## config.mk

```make
export PLATFORM = sky130hd
export DESIGN_NAME = prot_reg_guard
export DESIGN_NICKNAME = d
export VERILOG_FILES = /design/src/rtl/prg_pkg.sv /design/src/rtl/prg_bus_decode.sv /design/src/rtl/prg_unlock_fsm.sv /design/src/rtl/prg_status_reg.sv /design/src/rtl/prot_reg_guard.sv
export SDC_FILE = /design/constraint.sdc
export NUM_CORES = 1
export LEC_CHECK = 0
export BUFFER_PORTS_ARGS = -buffer_cell sky130_fd_sc_hd__buf_2
export CAP_MARGIN = 5
export CORE_ASPECT_RATIO = 1.4
export CORE_MARGIN = 2
export CORE_UTILIZATION = 48
export CTS_BUF_LIST = sky130_fd_sc_hd__clkbuf_16
export CTS_CLUSTER_DIAMETER = 40
export CTS_CLUSTER_SIZE = 14
export DETAILED_ROUTE_END_ITERATION = 8
export GPL_TIMING_DRIVEN = 0
export PLACE_DENSITY = 0.84
export SYNTH_ARGS = -nofsm -noshare
export SYNTH_HDL_FRONTEND = slang
export SYNTH_SLANG_ARGS = --single-unit
```

## constraint.sdc

```tcl
create_clock -name clk_i -period 5.4 [get_ports clk_i]
set_input_delay 0.27 -clock clk_i [delete_from_list [all_inputs] [get_ports clk_i]]
set_output_delay 0.27 -clock clk_i [all_outputs]
set_load 0.01 [all_outputs]
```

## src/rtl/prg_pkg.sv

```systemverilog
package prg_pkg;
  localparam int unsigned NFLAG     = 3;
  localparam int unsigned FLAG_PROT = 0;
  localparam int unsigned FLAG_VER  = 1;
  localparam int unsigned FLAG_WPR  = 2;

  typedef enum logic [1:0] {
    SEQ_IDLE     = 2'd0,
    SEQ_ARMED    = 2'd1,
    SEQ_HAVE_VAL = 2'd2,
    SEQ_HAVE_INV = 2'd3
  } seq_e;
endpackage

```

## src/rtl/prg_bus_decode.sv

```systemverilog
module prg_bus_decode #(
  parameter int unsigned ADDR_W = 16,
  parameter logic [ADDR_W-1:0] PERIPH_BASE = 16'hFF00,
  parameter logic [ADDR_W-1:0] CMD_ADDR    = 16'hFFA0,
  parameter logic [ADDR_W-1:0] STAT_ADDR   = 16'hFFA1,
  parameter logic [ADDR_W-1:0] PROT_ADDR   = 16'hFFA2
) (
  input  logic              we_i,
  input  logic              re_i,
  input  logic [ADDR_W-1:0] addr_i,
  output logic              per_wr_o,
  output logic              cmd_wr_o,
  output logic              stat_wr_o,
  output logic              prot_wr_o,
  output logic              stat_rd_o
);
  logic in_window;

  assign in_window = (addr_i >= PERIPH_BASE);
  assign per_wr_o  = we_i && in_window;
  assign cmd_wr_o  = per_wr_o && (addr_i == CMD_ADDR);
  assign stat_wr_o = per_wr_o && (addr_i == STAT_ADDR);
  assign prot_wr_o = per_wr_o && (addr_i == PROT_ADDR);
  assign stat_rd_o = re_i && (addr_i == STAT_ADDR);
endmodule

```

## src/rtl/prg_unlock_fsm.sv

```systemverilog
module prg_unlock_fsm
  import prg_pkg::*;
#(
  parameter int unsigned DATA_W = 8,
  parameter logic [DATA_W-1:0] KEY = 8'hA5
) (
  input  logic              clk_i,
  input  logic              rst_ni,
  input  logic              per_wr_i,
  input  logic              cmd_wr_i,
  input  logic              prot_wr_i,
  input  logic [DATA_W-1:0] wdata_i,
  output logic              commit_o,
  output logic [DATA_W-1:0] commit_data_o,
  output logic              err_o,
  output logic              busy_o
);
  seq_e              st_q, st_d;
  logic [DATA_W-1:0] val_q, val_d;

  always_comb begin
    st_d     = st_q;
    val_d    = val_q;
    commit_o = 1'b0;
    err_o    = 1'b0;
    if (per_wr_i) begin
      case (st_q)
        SEQ_IDLE: begin
          if (cmd_wr_i && (wdata_i == KEY)) st_d = SEQ_ARMED;
        end
        SEQ_ARMED: begin
          if (prot_wr_i) begin
            val_d = wdata_i;
            st_d  = SEQ_HAVE_VAL;
          end else begin
            err_o = 1'b1;
            st_d  = SEQ_IDLE;
          end
        end
        SEQ_HAVE_VAL: begin
          if (prot_wr_i && (wdata_i == ~val_q)) begin
            st_d = SEQ_HAVE_INV;
          end else begin
            err_o = 1'b1;
            st_d  = SEQ_IDLE;
          end
        end
        SEQ_HAVE_INV: begin
          if (prot_wr_i && (wdata_i == val_q)) commit_o = 1'b1;
          else err_o = 1'b1;
          st_d = SEQ_IDLE;
        end
        default: st_d = SEQ_IDLE;
      endcase
    end
  end

  always_ff @(posedge clk_i or negedge rst_ni) begin
    if (!rst_ni) begin
      st_q  <= SEQ_IDLE;
      val_q <= '0;
    end else begin
      st_q  <= st_d;
      val_q <= val_d;
    end
  end

  assign commit_data_o = val_q;
  assign busy_o        = (st_q != SEQ_IDLE);
endmodule

```

## src/rtl/prg_status_reg.sv

```systemverilog
module prg_status_reg
  import prg_pkg::*;
#(
  parameter int unsigned DATA_W = 8
) (
  input  logic              clk_i,
  input  logic              rst_ni,
  input  logic              stat_wr_i,
  input  logic [DATA_W-1:0] wdata_i,
  input  logic [NFLAG-1:0]  set_i,
  output logic [NFLAG-1:0]  flags_o
);
  for (genvar g = 0; g < NFLAG; g++) begin : g_flag
    logic q;
    logic clr;
    assign clr = stat_wr_i && !wdata_i[g];
    always_ff @(posedge clk_i or negedge rst_ni) begin
      if (!rst_ni)       q <= 1'b0;
      else if (set_i[g]) q <= 1'b1;  // set beats clear
      else if (clr)      q <= 1'b0;
    end
    assign flags_o[g] = q;
  end
endmodule

```

## src/rtl/prot_reg_guard.sv

```systemverilog
module prot_reg_guard
  import prg_pkg::*;
#(
  parameter int unsigned ADDR_W = 16,
  parameter int unsigned DATA_W = 8,
  parameter logic [ADDR_W-1:0] PERIPH_BASE = 16'hFF00,
  parameter logic [ADDR_W-1:0] CMD_ADDR    = 16'hFFA0,
  parameter logic [ADDR_W-1:0] STAT_ADDR   = 16'hFFA1,
  parameter logic [ADDR_W-1:0] PROT_ADDR   = 16'hFFA2,
  parameter logic [DATA_W-1:0] KEY         = 8'hA5
) (
  input  logic              clk_i,
  input  logic              rst_ni,
  input  logic              bus_we_i,
  input  logic              bus_re_i,
  input  logic [ADDR_W-1:0] bus_addr_i,
  input  logic [DATA_W-1:0] bus_wdata_i,
  output logic [DATA_W-1:0] bus_rdata_o,
  input  logic              verify_err_set_i,
  input  logic              wprot_err_set_i,
  output logic [DATA_W-1:0] ctrl_o
);
  localparam int unsigned PAD_W = DATA_W - NFLAG;

  logic              per_wr, cmd_wr, stat_wr, prot_wr, stat_rd;
  logic              commit, seq_err, seq_busy;
  logic [DATA_W-1:0] commit_data;
  logic [NFLAG-1:0]  flag_set, stat_q;
  logic [DATA_W-1:0] ctrl_q;

  prg_bus_decode #(
    .ADDR_W(ADDR_W), .PERIPH_BASE(PERIPH_BASE), .CMD_ADDR(CMD_ADDR),
    .STAT_ADDR(STAT_ADDR), .PROT_ADDR(PROT_ADDR)
  ) u_dec (
    .we_i(bus_we_i), .re_i(bus_re_i), .addr_i(bus_addr_i),
    .per_wr_o(per_wr), .cmd_wr_o(cmd_wr), .stat_wr_o(stat_wr),
    .prot_wr_o(prot_wr), .stat_rd_o(stat_rd)
  );

  prg_unlock_fsm #(.DATA_W(DATA_W), .KEY(KEY)) u_fsm (
    .clk_i(clk_i), .rst_ni(rst_ni),
    .per_wr_i(per_wr), .cmd_wr_i(cmd_wr), .prot_wr_i(prot_wr),
    .wdata_i(bus_wdata_i),
    .commit_o(commit), .commit_data_o(commit_data),
    .err_o(seq_err), .busy_o(seq_busy)
  );

  always_comb begin
    flag_set            = '0;
    flag_set[FLAG_PROT] = seq_err;
    flag_set[FLAG_VER]  = verify_err_set_i;
    flag_set[FLAG_WPR]  = wprot_err_set_i;
  end

  prg_status_reg #(.DATA_W(DATA_W)) u_stat (
    .clk_i(clk_i), .rst_ni(rst_ni),
    .stat_wr_i(stat_wr), .wdata_i(bus_wdata_i),
    .set_i(flag_set), .flags_o(stat_q)
  );

  always_ff @(posedge clk_i or negedge rst_ni) begin
    if (!rst_ni)     ctrl_q <= '0;
    else if (commit) ctrl_q <= commit_data;
  end

  assign ctrl_o      = ctrl_q;
  assign bus_rdata_o = stat_rd ? {{PAD_W{1'b0}}, stat_q} : '0;
endmodule

```

# After elaboration in Yosys (flattened, before gate mapping)

Index checks and enable logic that the tools add are counted.

Input port bits: 30
Flip-flop bits (word level): 21

Equality and inequality tests: 10
Reduce and logical (&&, ||, !) cells: 20
Bitwise logic cells: 1
$lt $le $gt $ge: 1
Mux-type cells: 19

Operator list:

| cell                                                            | count |
|---|---|
| 16-bit == test, second input constant                           | 3 |
| 8-bit == test                                                   | 2 |
| 16-bit greater-or-equal comparator, second input constant       | 1 |
| 1-bit two-way mux                                               | 13 |
| 1-bit logical AND                                               | 11 |
| 8-bit == test, second input constant                            | 1 |
| 8-bit inverter                                                  | 1 |
| 2-bit case mux with 4 select lines                              | 1 |
| 2-bit two-way mux                                               | 3 |
| 2-bit nonzero test                                              | 3 |
| 2-bit == test, second input constant                            | 2 |
| 1-bit logical NOT                                               | 3 |
| 3-bit two-way mux                                               | 1 |
| 1-bit case mux with 3 select lines                              | 1 |
| 3-bit AND reduction                                             | 1 |
| 2-bit by 1-bit == test with 1-bit output, second input constant | 1 |
| 2-bit logical NOT                                               | 1 |
| 2-bit by 1-bit != test with 1-bit output, second input constant | 1 |
| 2-bit AND reduction                                             | 1 |

# Logic depth before layout (Yosys ltp)

Gate-level depths: netlist (run 1).

Word-level depth: 8
Depth in mapped cells: 6
Depth with buffers taken out: 5

# By module

A second synthesis (run 1) with hierarchy kept.

Cells, all modules: 100
Area, all modules: 1198.6 um2

By module, submodules not included:

| module         | times used | area each (um2) | seq. area each (um2) | cells each |
|---|---|---|---|---|
| prg_unlock_fsm | 1          | 555.5           | 250.2                | 49 |
| prot_reg_guard | 1          | 391.6           | 200.2                | 26 |
| prg_status_reg | 1          | 138.9           | 75.1                 | 12 |
| prg_bus_decode | 1          | 112.6           | 0.0                  | 13 |

# Least setup slack after synthesis (run 1)

OpenSTA, ideal clock, no wires.

Path kind: input-to-reg
Start point: in bus_addr_i[3]
End point: reg ctrl_q[0], in the netlist ctrl_o[0]
Cell stages on the path: 6
Setup slack: 3.359 ns
Path buffers: 1
Library setup time: 0.125 ns
Data required time: 5.275 ns
Arrival: 1.916 ns
Cells stage by stage: or4b_4 -> nor4_1 -> and2_1 -> and4_1 -> buf_4 -> mux2_2

Word-level cells in the longest chain between the ends: 7

RTL lines:

| element                            | line                 | RTL |
|---|---|---|
| from (decl)                        | prot_reg_guard.sv:16 | `input logic [ADDR_W-1:0] bus_addr_i,` |
| 16-bit greater-or-equal comparator | prg_bus_decode.sv:19 | `assign in_window = (addr_i >= PERIPH_BASE);` |
| 1-bit logical AND                  | prg_bus_decode.sv:20 | `assign per_wr_o = we_i && in_window;` |
| 1-bit logical AND                  | prg_bus_decode.sv:23 | `assign prot_wr_o = per_wr_o && (addr_i == PROT_ADDR);` |
| 1-bit logical AND                  | prg_unlock_fsm.sv:49 | `if (prot_wr_i && (wdata_i == val_q)) commit_o = 1'b1;` |
| 1-bit two-way mux                  | prg_unlock_fsm.sv:49 |  |
| 1-bit two-way mux                  | prg_unlock_fsm.sv:27 | `case (st_q)` |
| 1-bit two-way mux *                | prg_unlock_fsm.sv:26 | `if (per_wr_i) begin` |
| to (signal assigned)               | prot_reg_guard.sv:63 | `else if (commit) ctrl_q <= commit_data;` |
| to (decl)                          | prot_reg_guard.sv:29 | `logic [DATA_W-1:0] ctrl_q;` |

Every way passes the cells marked *; elsewhere a longest branch is shown, timed or not.
A chain may end at the register's enable or synchronous reset.

# Worst setup path after layout (run 1)

Start point: reg u_fsm.val_q[1], in the netlist u_fsm.commit_data_o[1]
End point: reg ctrl_q[0], in the netlist ctrl_o[0]

Word-level cells in the longest chain between the ends: 5

RTL lines:

| element                | line                 | RTL |
|---|---|---|
| from (decl)            | prg_unlock_fsm.sv:19 | `logic [DATA_W-1:0] val_q, val_d;` |
| from (signal assigned) | prg_unlock_fsm.sv:64 | `val_q <= val_d;` |
| 8-bit == test          | prg_unlock_fsm.sv:49 |  |
| 1-bit logical AND      | prg_unlock_fsm.sv:49 |  |
| 1-bit two-way mux      | prg_unlock_fsm.sv:49 |  |
| 1-bit two-way mux      | prg_unlock_fsm.sv:27 |  |
| 1-bit two-way mux      | prg_unlock_fsm.sv:26 |  |

No other way between the ends.

==> impl_metrics.csv, run 1 <==
group,metric,value,unit
clock_tree,clk_latency,250,ps
layout,final_nets,183,
setup_path,arrival,2280,ps
synth,synthCells,103,
setup_path,rr_worst_depth,6,
power,max-vdd-ir-drop,188,uV
synth,synth_area_per_cell,11.4,um2
global_route,grt.overflow.total,0,
placed_design,port-buffer-count,40,
sta,min_period,2150,ps
route,first_iter_violations,6,
synth,synth_edf_count,0,
sta,fin_ws,3250,ps
synth,synth_ff_type,"dfrtp_1",
global_route,grt_pass1_wl,4260,um
global_route,grt_util_all_layers,20.4,%
clock_tree,tritoncts,"yes",
sta,final_hold_viol_count,0,
setup_path,timing.rr.end,"ctrl_o[0]$_DFFE_PN0P_",
clock_tree,clk_pin_slew,50,ps
floorplan,dieArea,2860,um2
setup_path,r2r_start,"u_fsm.commit_data_o[1]$_DFFE_PN0P_",
sta,max_freq,466,MHz
route,wl,2610,um
setup_path,crit_family,"simple AND/OR/NAND/NOR gates",
global_route,grt_max_degree,22,
worst_hold_path,min_path_type,"input port to flip-flop",
route,drc,0,
clock_tree,clock_tree.root_cell,"clkbuf_16",
setup_path,cp_cell_sequence,"xor2_1 > or4_1 > nor2_1 > and4_1 > buf_4 > mux2_2",
layout,area_growth,28.5,%
setup_path,cp-start-kind,"flip-flop",
layout,drive_above_1_share,49.3,%
synth,ys_seq_area_share,44.9,%
sta,setup_tns,0,ps
setup_path,cp-startpoint,"u_fsm.commit_data_o[1]$_DFFE_PN0P_",
setup_path,required,5530,ps
setup_path,critPathCapture,"ctrl_o[0]$_DFFE_PN0P_",
setup_path,cp_max_fo,8,
sta,setup_viol,0,
setup_path,crit_type,"flip-flop to flip-flop",
power,cellPowerDensity,230,nW/um2
floorplan,initial_core_util,49.5,%
setup_path,r2r_setup_slack,3250,ps
floorplan,core_area,2360,um2
sta,rsz0062_at_grt,"false",
placed_design,dp_slack,3100,ps
clock_tree,cts_setup_buffers,0,
route,vias_per_cell,5.55,
placed_design,globalplace.congestion,0.794,
setup_path,path_depth,6,
sta,finClkSkew,1.09,ps
power,p_leak,0.818,nW
floorplan,row_count,21,
synth,synth_cell_type_count,31,
sta,fin_hold_ws,209,ps
synth,synth-seq-cells,21,
route,dr_total_vias,972,
clock_tree,cts_buffer_depth,2,
run_status,status,"finished clean",
route,wl_per_cell,14.9,um
sta,slew_violations,0,
setup_path,cpMaxStageDelayCell,"or4_1",
synth,synth_area,1170,um2
synth,yosys_warnings,0,
route,postRouteAntennaNets,0,
synth,synthArstFlopShare,100,%
run,maxCapViolCount,0,
setup_path,path_buf_inv,1,
sta,tightest_slew,665,ps
sta,period_share,39.7,%
setup_path,critical-path-max-stage-delay,540,ps
setup_path,cp-end-kind,"flip-flop",
floorplan,ios,46,
placed_design,dp_hpwl,1930,um
layout,diodes,0,
sta,slew_headroom,55.3,%
global_route,antenna_found_initial,0,
floorplan,die_y,62.4,um
clock_tree,clock_sinks,21,
route,dr.pass1.iters,4,
floorplan,die_w,45.7,um
clock_tree,cts_max_level,1,
global_route,grt_pass1_vias,1016,
clock_tree,cts_made_buffers,3,
[placed cells by master (no fill, tap or decap), types with 4 or more instances in the layout]
cell,n
buf_2,40
dfrtp_1,21
o21ai_0,5
nor2_1,4
conb_1,5
nand4_1,9
xor2_1,8
buf_4,6
mux2_2,16
inv_1,5
[worst min-delay path by stage]
stage	from	to	slack (ps)	depth (start not counted)
after floorplan	rst_ni	ctrl_o[0]$_DFFE_PN0P_	-30	0
after global placement	rst_ni	ctrl_o[6]$_DFFE_PN0P_	240	1
after detailed placement	rst_ni	ctrl_o[6]$_DFFE_PN0P_	250	1
after CTS	verify_err_set_i	u_stat.g_flag[1].q$_DFFE_PN0P_	210	2
after global routing	verify_err_set_i	u_stat.g_flag[1].q$_DFFE_PN0P_	220	2
final	verify_err_set_i	u_stat.g_flag[1].q$_DFFE_PN0P_	210	2
[through the flow]
step                std cells  area, um2  utilization (%)  total power, mW
floorplan                 107       1190                -            0.176
global placement          170       1420             59.8            0.193
detailed placement        170       1420             59.8            0.195
CTS                       175       1510             63.7            0.351
global route              175       1510             63.7            0.363
finish                    175       1510             63.7            0.346
[sequential cells by signal, indices dropped and copies added (netlist names)]
name,count
u_fsm.commit_data_o,8
ctrl_o,8
u_stat.g_flag.q,3
u_fsm.st_q,2
[layer usage]
layer  part of all wire (%)  GRT usage, %
met1                     36          21.2
met2                     55          35.7
met3                    5.2          2.60
met4                    4.0          12.9
met5                      0             0
[cells in the mapped netlist (all sizes together), types with 2 or more instances]
master  instances  share of area (%)
buf             6                3.8
dfrtp          21                 45
inv             5                1.6
mux2           16                 15
nand2           3               0.96
nand2b          2                1.1
nand3           2               0.85
nand4           9                4.8
nor2            4                1.3
nor4            2                2.4
nor4bb          2                1.7
o21ai           5                2.1
or4             3                2.2
xor2            8                6.0
[repair_timing]
item / 4_1_cts / 5_1_grt
resized for setup: 0 / 0
endpoints found under the hold margin: 21 / 0
hold buffers: 1 / 0
[worst register-to-register path: stages (launching register included)]
cell     delay, ps
dfrtp_1        400
xor2_1         210
or4_1          540
nor2_1         150
and4_1         200
buf_4          170
mux2_2         350
[area by class of cell]
cell class,instances,area [um2]
fill,201,860
multi-input combinational,75,597
sequential,21,526
timing repair buffer,41,210
clock buffer,3,75.1
buffer,6,45.0
tap,23,28.8
inverter,5,18.8
clock inverter,1,5.00
[cell families after synthesis]
group	count (synthesis)	share of synthesized area [%]
multiplexers	16	15.4
AO/OA/AOI/OAI	9	5.02
buffers and inverters	11	5.45
AND/OR/NAND/NOR	37	23.0
other	1	0.320
flip-flops	21	44.9
XOR/XNOR	8	5.98
[where the power goes]
group / internal [mW] / switching, mW
combinational: 0.0158 / 0.0173
clock: 0.0993 / 0.0531
sequential: 0.159 / 0.00143
total: 0.274 / 0.0718
Power figures use the tool's default switching activity.
==> run 2: changes to the inputs <==
--- a/config.mk
+++ b/config.mk
@@ -9,13 +9,13 @@
 export CAP_MARGIN = 5
 export CORE_ASPECT_RATIO = 1.4
 export CORE_MARGIN = 2
-export CORE_UTILIZATION = 48
+export CORE_UTILIZATION = 43
 export CTS_BUF_LIST = sky130_fd_sc_hd__clkbuf_16
 export CTS_CLUSTER_DIAMETER = 40
 export CTS_CLUSTER_SIZE = 14
 export DETAILED_ROUTE_END_ITERATION = 8
 export GPL_TIMING_DRIVEN = 0
-export PLACE_DENSITY = 0.84
+export PLACE_DENSITY = 0.8
 export SYNTH_ARGS = -nofsm -noshare
 export SYNTH_HDL_FRONTEND = slang
 export SYNTH_SLANG_ARGS = --single-unit
==> constraint.sdc (replaced) <==
create_clock -name clk_i -period 1.8 [get_ports clk_i]
set_input_delay 0.09 -clock clk_i [delete_from_list [all_inputs] [get_ports clk_i]]
set_output_delay 0.09 -clock clk_i [all_outputs]
set_load 0.01 [all_outputs]
==> run 2 against run 1 <==
The flow now finishes with violations (negative setup slack). Clock skew rose by 2.9 ps. Non-clock buffer count is 6 higher. Cell count up 11%. Critical path type unchanged. Global-route usage down 0.96 points. Via count increased by 3.8%. Clock power grew to 3.2 times the previous value. Largest cell class unchanged. Critical path depth stayed put.
==> impl_metrics.csv, run 2 (synthesis results as in run 1) <==
group,metric,value,unit
global_route,grt.overflow.total,0,
clock_tree,tritoncts,"yes",
route,drc,0,
layout,most-common-layout-cells,"40 x buf_2, 21 x dfrtp_1, 11 x buf_4, 9 x nand4_1",
placed_design,globalplace.congestion,0.757,
placed_design,port-buffer-count,40,
floorplan,row_count,22,
global_route,grt_max_degree,22,
route,postRouteAntennaNets,0,
global_route,grt_util_all_layers,19.4,%
worst_hold_path,min_from,"verify_err_set_i",
sta,max_freq,478,MHz
power,p_clk_share,45.0,%
sta,fin_ws,-292,ps
sta,setup_viol,9,
floorplan,initial_core_util,44.8,%
layout,design_area,1630,um2
setup_path,required,1940,ps
setup_path,r2r_setup_slack,-290,ps
setup_path,arrival,2230,ps
global_route,grt_pass1_vias,975,
power,seq_power_share,45.1,%
setup_path,cp-end-kind,"flip-flop",
layout,diodes,0,
power,p_leak,0.859,nW
route,vias_per_cell,5.20,
route,wl_per_cell,15.3,um
placed_design,place_area,1440,um2
route,wl,2960,um
clock_tree,cts_max_level,1,
global_route,antenna_found_initial,0,
setup_path,timing.rr.end,"ctrl_o[4]$_DFFE_PN0P_",
layout,area_growth,39.2,%
sta,rsz0062_at_grt,"true",
clock_tree,clock_tree.root_cell,"clkbuf_16",
sta,final_hold_viol_count,0,
clock_tree,cts_made_buffers,3,
layout,final_common_cell,"buf_2",
route,first_iter_violations,20,
setup_path,cp-start-kind,"flip-flop",
sta,setup_tns,-2400,ps
clock_tree,cts_buffer_depth,2,
power,cellPowerDensity,653,nW/um2
run_status,status,"finished, violations left",
setup_path,crit_type,"flip-flop to flip-flop",
power,p_sw_share,22.4,%
route,dr.pass1.iters,4,
sta,slew_headroom,51.6,%
sta,min_period,2090,ps
route,dr_total_vias,1009,
setup_path,cp_max_fo,8,
floorplan,core_area,2620,um2
placed_design,dp_hpwl,2010,um
run,maxCapViolCount,0,
floorplan,ios,46,
power,max-vdd-ir-drop,753,uV
power,p_int,826,uW
floorplan,die_w,48.1,um
floorplan,die_y,65.8,um
setup_path,r2r_start,"u_fsm.commit_data_o[4]$_DFFE_PN0P_",
global_route,grt_pass1_wl,4260,um
floorplan,dieArea,3160,um2
layout,drive_above_1_share,54.4,%
power,p_switching,238,uW
sta,slew_violations,0,
layout,fillers,208,
worst_hold_path,min_path_type,"input port to flip-flop",
clock_tree,clk_latency,260,ps
sta,finClkSkew,3.99,ps
sta,period_share,116,%
power,comb_power_share,9.9,%
clock_tree,clock_sinks,21,
sta,tightest_slew,720,ps
layout,final_nets,189,
run_status,violations,"negative setup slack",
setup_path,rr_worst_depth,6,
worst_hold_path,holdPathStages,2,
worst_hold_path,min_to,"u_stat.g_flag[1].q$_DFFE_PN0P_",
clock_tree,clk_pin_slew,60,ps
## run 2: cell types whose count changed in the layout (fill, tap and decap cells not counted), sizes merged
cell / before / now
buf: 46 / 52
## run 2: layout make-up
type / instances / area (um2) / area share (%)
multi-input combinational: 75 / 657 / 40.3
clock inverter: 1 / 5.00 / 0.307
tap: 36 / 45.0 / 2.76
buffer: 6 / 48.8 / 2.99
timing repair buffer: 47 / 255 / 15.7
clock buffer: 3 / 75.1 / 4.60
sequential: 21 / 526 / 32.2
inverter: 5 / 18.8 / 1.15
## run 2: power groups by stage
stage	Combinational [mW]	Sequential [mW]	Clock [mW]
floorplan	0.0419	0.488	0
global placement	0.0929	0.488	0
detailed placement	0.0962	0.489	0
CTS	0.104	0.480	0.477
global route	0.119	0.481	0.500
finish	0.105	0.480	0.479
## run 2: metal layers
metal  track usage (%)  vias up  share of wire [%]
met3              4.12        9                5.6
met5                 0        -                  0
met1              19.9      478                 38
met4              8.78        0                2.7
met2              34.8       41                 53
li1                  -      481                  -
## run 2: what timing repair did
action,CTS,global route
gates resized for setup,4,10
pin swaps,1,6
endpoints found under the hold margin,21,0
hold buffers,1,0
setup buffers,3,3
setup endpoints to repair,9,18
gates cloned,0,0
## run 2: worst max path at each step
stage,startpoint,endpoint,slack [ps],cells past startpoint
2_1_floorplan,u_fsm.commit_data_o[7]$_DFFE_PN0P_,ctrl_o[0]$_DFFE_PN0P_,-130,6
3_3_place_gp,bus_addr_i[3],u_stat.g_flag[0].q$_DFFE_PN0P_,-260,6
3_5_place_dp,bus_addr_i[3],u_stat.g_flag[0].q$_DFFE_PN0P_,-320,6
4_1_cts,u_fsm.commit_data_o[1]$_DFFE_PN0P_,ctrl_o[4]$_DFFE_PN0P_,-280,6
5_1_grt,u_fsm.commit_data_o[4]$_DFFE_PN0P_,ctrl_o[4]$_DFFE_PN0P_,-360,6
6_report,u_fsm.commit_data_o[4]$_DFFE_PN0P_,ctrl_o[4]$_DFFE_PN0P_,-290,6
## run 2: stage by stage
step	util, %	hold WS (ps)	cells	worst slack [ps]	power, mW
detailed placement	54.9	74.2	183	-320	0.585
finish	62.3	20.2	194	-292	1.06
floorplan	-	-206	107	-129	0.530
global route	62.3	29.6	194	-361	1.10
CTS	59.9	23.3	191	-279	1.06
global placement	54.9	60.4	183	-261	0.581
## run 2: worst max-delay path, stage by stage (launching register included)
cell and delay [ps]:
dfrtp_1 410, xor2_2 170, or4_1 540, nor2_2 140, and4_1 230, buf_6 170
mux2_4 310
